## config.mk

```make
export PLATFORM = sky130hd
export DESIGN_NAME = seg_xlate
export DESIGN_NICKNAME = d
export VERILOG_FILES = /design/src/rtl/seg_xlate.sv
export SDC_FILE = /design/constraint.sdc
export NUM_CORES = 1
export LEC_CHECK = 0
export ABC_AREA = 0
export CAP_MARGIN = 20
export CORE_ASPECT_RATIO = 1.75
export CORE_MARGIN = 2
export CORE_UTILIZATION = 50
export DETAILED_ROUTE_END_ITERATION = 12
export MAX_ROUTING_LAYER = met4
export PLACE_DENSITY = 0.77
export RECOVER_POWER = 25
export SKIP_CTS_REPAIR_TIMING = 1
export SYNTH_ARGS = -nofsm -noshare
export SYNTH_HDL_FRONTEND = slang
export SYNTH_SLANG_ARGS = --single-unit
```

## constraint.sdc

```tcl
create_clock -name clk -period 7.89 [get_ports clk]
set_input_delay 0.789 -clock clk [delete_from_list [all_inputs] [get_ports clk]]
set_output_delay 0.789 -clock clk [all_outputs]
set_load 0.01 [all_outputs]
```

## src/rtl/seg_xlate.sv

```systemverilog
module seg_xlate #(
  parameter int VA_W  = 16,
  parameter int SEG_W = 2,
  parameter int PA_W  = 16,
  localparam int OFF_W = VA_W - SEG_W,
  localparam int NSEG  = 1 << SEG_W
) (
  input  logic             clk,
  input  logic             rst_n,
  input  logic             supervisor,
  input  logic             wr_en,
  input  logic [SEG_W-1:0] wr_seg,
  input  logic [PA_W-1:0]  wr_base,
  input  logic [OFF_W:0]   wr_size,
  input  logic             req_valid,
  input  logic [VA_W-1:0]  req_vaddr,
  output logic             rsp_valid,
  output logic [PA_W-1:0]  rsp_paddr,
  output logic             rsp_fault
);

  logic [NSEG-1:0][PA_W-1:0] base_q;
  logic [NSEG-1:0][OFF_W:0]  size_q;

  wire [SEG_W-1:0] seg  = req_vaddr[VA_W-1 -: SEG_W];
  wire [OFF_W-1:0] off  = req_vaddr[OFF_W-1:0];
  wire [PA_W-1:0]  sel_base = base_q[seg];
  wire [OFF_W:0]   sel_size = size_q[seg];
  wire             out_of_range = {1'b0, off} >= sel_size;
  wire [PA_W-1:0]  sum = sel_base + PA_W'(off);
  wire             wr_ok = wr_en && supervisor;

  always_ff @(posedge clk or negedge rst_n) begin
    if (!rst_n) begin
      base_q <= '0;
      size_q <= '0;
    end else if (wr_ok) begin
      base_q[wr_seg] <= wr_base;
      size_q[wr_seg] <= wr_size;
    end
  end

  always_ff @(posedge clk or negedge rst_n) begin
    if (!rst_n) begin
      rsp_valid <= 1'b0;
      rsp_paddr <= '0;
      rsp_fault <= 1'b0;
    end else begin
      rsp_valid <= req_valid;
      rsp_fault <= req_valid && out_of_range;
      rsp_paddr <= (req_valid && !out_of_range) ? sum : '0;
    end
  end

  assert_reset_clears_R1: assert property (@(posedge clk) disable iff (!rst_n)
    $rose(rst_n) |-> (size_q == '0 && base_q == '0));

  assert_fault_zero_addr_R4: assert property (@(posedge clk) disable iff (!rst_n)
    rsp_fault |-> (rsp_paddr == '0 && rsp_valid));

  assert_hole_faults_R5: assert property (@(posedge clk) disable iff (!rst_n)
    (req_valid && size_q[req_vaddr[VA_W-1 -: SEG_W]] == '0) |=> rsp_fault);

  assert_user_write_ignored_R6: assert property (@(posedge clk) disable iff (!rst_n)
    (wr_en && !supervisor) |=> ($stable(base_q) && $stable(size_q)));

  assert_valid_follows_R8: assert property (@(posedge clk) disable iff (!rst_n)
    req_valid |=> rsp_valid);

  assert_idle_quiet_R8: assert property (@(posedge clk) disable iff (!rst_n)
    !req_valid |=> (!rsp_valid && !rsp_fault && rsp_paddr == '0));

endmodule

```

==> impl_metrics.json <==
{
  "worstReg2RegStart": "base_q[0]",
  "grt_max_degree": 80,
  "ff2ff_setup_slack_ps": 5130,
  "syn_inst": 474,
  "clock-sinks": 142,
  "cp_top_family": "buffers and inverters",
  "firstDrtPassIters": 6,
  "clock_latency_ps": 420,
  "maxCapViolations": 2,
  "layout-drive-gt1-share": 0.138,
  "viasPerCell": 5.76,
  "drv_slew": 99,
  "core_mm2": 0.0135,
  "cp-endpoint": "size_q[21]",
  "synth_area_leaders": "dfrtp_1, mux2_1, mux4_2",
  "placed_cells": 706,
  "internal_power_mw": 1.72,
  "path_depth": 2,
  "status": "finished with violations",
  "switching_power_uw": 660,
  "n_antenna_cell": 0,
  "hpwl_um": 10200,
  "crit_chain": "clkbuf_1 > clkbuf_1",
  "drt_iter0_drc": 189,
  "io_buffers": 71,
  "gr-total-overflow": 0,
  "tightest_slew_ps": 3350,
  "synth_async_sr_flop_share": 1.00,
  "synth_cell_types": 47,
  "p_leak_nw": 3.65,
  "relSlewSlack": -1.23,
  "setup_viol": 0,
  "numCtsBuffers": 17,
  "max_freq_ghz": 0.227,
  "skew_ps": 9.66,
  "comb_power_share": 0.247,
  "fin_util": 0.625,
  "yosysTopAreaCellShare": 0.514,
  "final_common_cell": "dfrtp_1",
  "ys_ff_latch": 142,
  "gr-max-usage-layer": "met2",
  "startpoint": "rst_n",
  "drt-total-wl_um": 15000,
  "hold_path.class": "register to register",
  "cts_tree": "yes",
  "cp.required_ps": 8070,
  "antenna_found_initial": 0,
  "crit_fanout": 64,
  "grt_pass1_wl_um": 24400,
  "synth-edff-count": 0,
  "nets": 635,
  "root_buffer": "clkbuf_16",
  "syn_nets": 557,
  "period_share": 0.558,
  "syn_area_mm2": 0.00691,
  "violations": "max-capacitance violations, max-slew violations",
  "yosysWarnings": 0,
  "finalNonFillerCells": 739,
  "crit_arrival_ps": 4580,
  "dieArea_mm2": 0.0148,
  "grt_setup_unrepaired": "no",
  "clkTransAtPathRegs_ps": 60,
  "ys_seq_area_frac": 0.514,
  "grt_use_met2": 0.377,
  "row_count": 56,
  "worst_path_max_delay_cell": "clkbuf_1",
  "crit_top_cell": "clkbuf_1",
  "dp_slack_ps": 3760,
  "vias": 4255,
  "first_global_vias": 4696,
  "area.growth.synth_to_final_pct": 21.7,
  "critical_path_buf_inv_count": 2,
  "final_cell_mix": "dfrtp_1, mux2_1, clkdlybuf4s50_1",
  "initial_utilization": 0.514,
  "grt_use_met3": 0.0487,
  "tns_ps": 0,
  "start_kind": "input port",
  "ant_nets": 0,
  "critPathCaptureType": "asynchronous set/reset pin",
  "io_pins": 72,
  "grt.total_usage": 0.223,
  "netlist.top_cell.by_area": "dfrtp_1",
  "period_minus_slack_ps": 4400,
  "reg2reg_to": "rsp_paddr[12]",
  "clockBufferDepth": 2,
  "syn_area_per_cell_um2": 14.6,
  "drc_errors": 0,
  "gp_congestion": 0.862,
  "worst_slack_ps": 3490,
  "die_w_um": 92.9,
  "wl_per_cell_um": 20.3,
  "worst-r2r-cell-count": 8,
  "synth_ff_type": "dfrtp_1",
  "seq_power_share": 0.408,
  "p_clk_frac": 0.344,
  "met1_usage": 0.255,
  "switching_share": 0.278,
  "critPathKind": "input port to asynchronous set/reset pin",
  "p_per_area_mw_per_mm2": 283,
  "slowest_delay_ps": 2310,
  "cts_max_level": 4,
  "die_h_um": 160,
  "ir_drop_mv": 0.147,
  "report.final.hold_viol_count": 0
}
logic make-up (layout without fill, tap and decap cells):
group           count (synthesis)  after routing  share of synthesized area
fa+ha+maj                      29             29                     0.0536
buf+inv                        38            129                     0.0239
compound gates                 53             53                     0.0556
simple gates                   47             47                     0.0371
flops                         142            142                      0.514
mux                           155            155                      0.303
xor+xnor                       10             10                     0.0127
sequential cells by signal (all words and copies together), names as in the netlist:
signal / cells
base_q: 64
size_q: 60
rsp_paddr: 16
rsp_fault: 1
rsp_valid: 1
final cells by class:
cell class | instances | area, um^2
Clock buffer | 20 | 447
Tap cell | 174 | 218
Timing Repair Buffer | 79 | 768
Inverter | 18 | 68.8
Sequential cell | 142 | 3550
Clock inverter | 12 | 160
Fill cell | 1023 | 5040
Multi-Input combinational cell | 294 | 3200
metal layers:
| layer | vias to the layer above | part of all wire |
|---|---|---|
| met5 | - | 0 |
| met4 | 0 | 0.029 |
| met3 | 30 | 0.037 |
| met2 | 116 | 0.54 |
| met1 | 2195 | 0.39 |
| li1 | 1914 | - |
through the flow:
step	total power, mW	area [um^2]	hold WS, ps
2_1_floorplan	1.35	6910	453
3_3_place_gp	1.53	7800	463
3_5_place_dp	1.57	7800	473
4_1_cts	2.39	8400	359
5_1_grt	2.50	8410	498
6_report	2.38	8410	483
power by group through the flow:
stage	Clock (mW)	Combinational (mW)	Sequential, mW
CTS	0.830	0.591	0.971
floorplan	0	0.386	0.968
detailed placement	0	0.584	0.983
global route	0.863	0.644	0.989
global placement	0	0.560	0.966
finish	0.819	0.588	0.971
cell usage after synthesis, types with 2 or more instances:
master    instances
dfrtp_1         142
mux2_1          124
mux4_2           31
ha_1             28
inv_1            16
a21oi_1          14
and2_1           11
buf_1            10
a21o_1            8
nor2_1            8
nand3_1           7
nand2_1           6
buf_2             5
o21ai_0           5
o21ai_1           5
xnor2_1           5
xor2_1            5
a211oi_1          4
nor3_1            4
a31oi_1           2
buf_4             2
clkbuf_1          2
nand4_1           2
nor2_2            2
o211ai_1          2
o21a_1            2
o221ai_1          2
worst min-delay path by stage:
stage / depth (start not counted) / slack, ps / startpoint / end
floorplan: 1 / 450 / base_q[0] / base_q[0]
global placement: 1 / 460 / size_q[11] / size_q[11]
CTS: 1 / 360 / rst_n / size_q[32]
finish: 1 / 480 / base_q[8] / base_q[8]
detailed placement: 1 / 470 / base_q[10] / base_q[10]
global route: 1 / 500 / size_q[54] / size_q[54]
(Power assumes the default switching activity.)
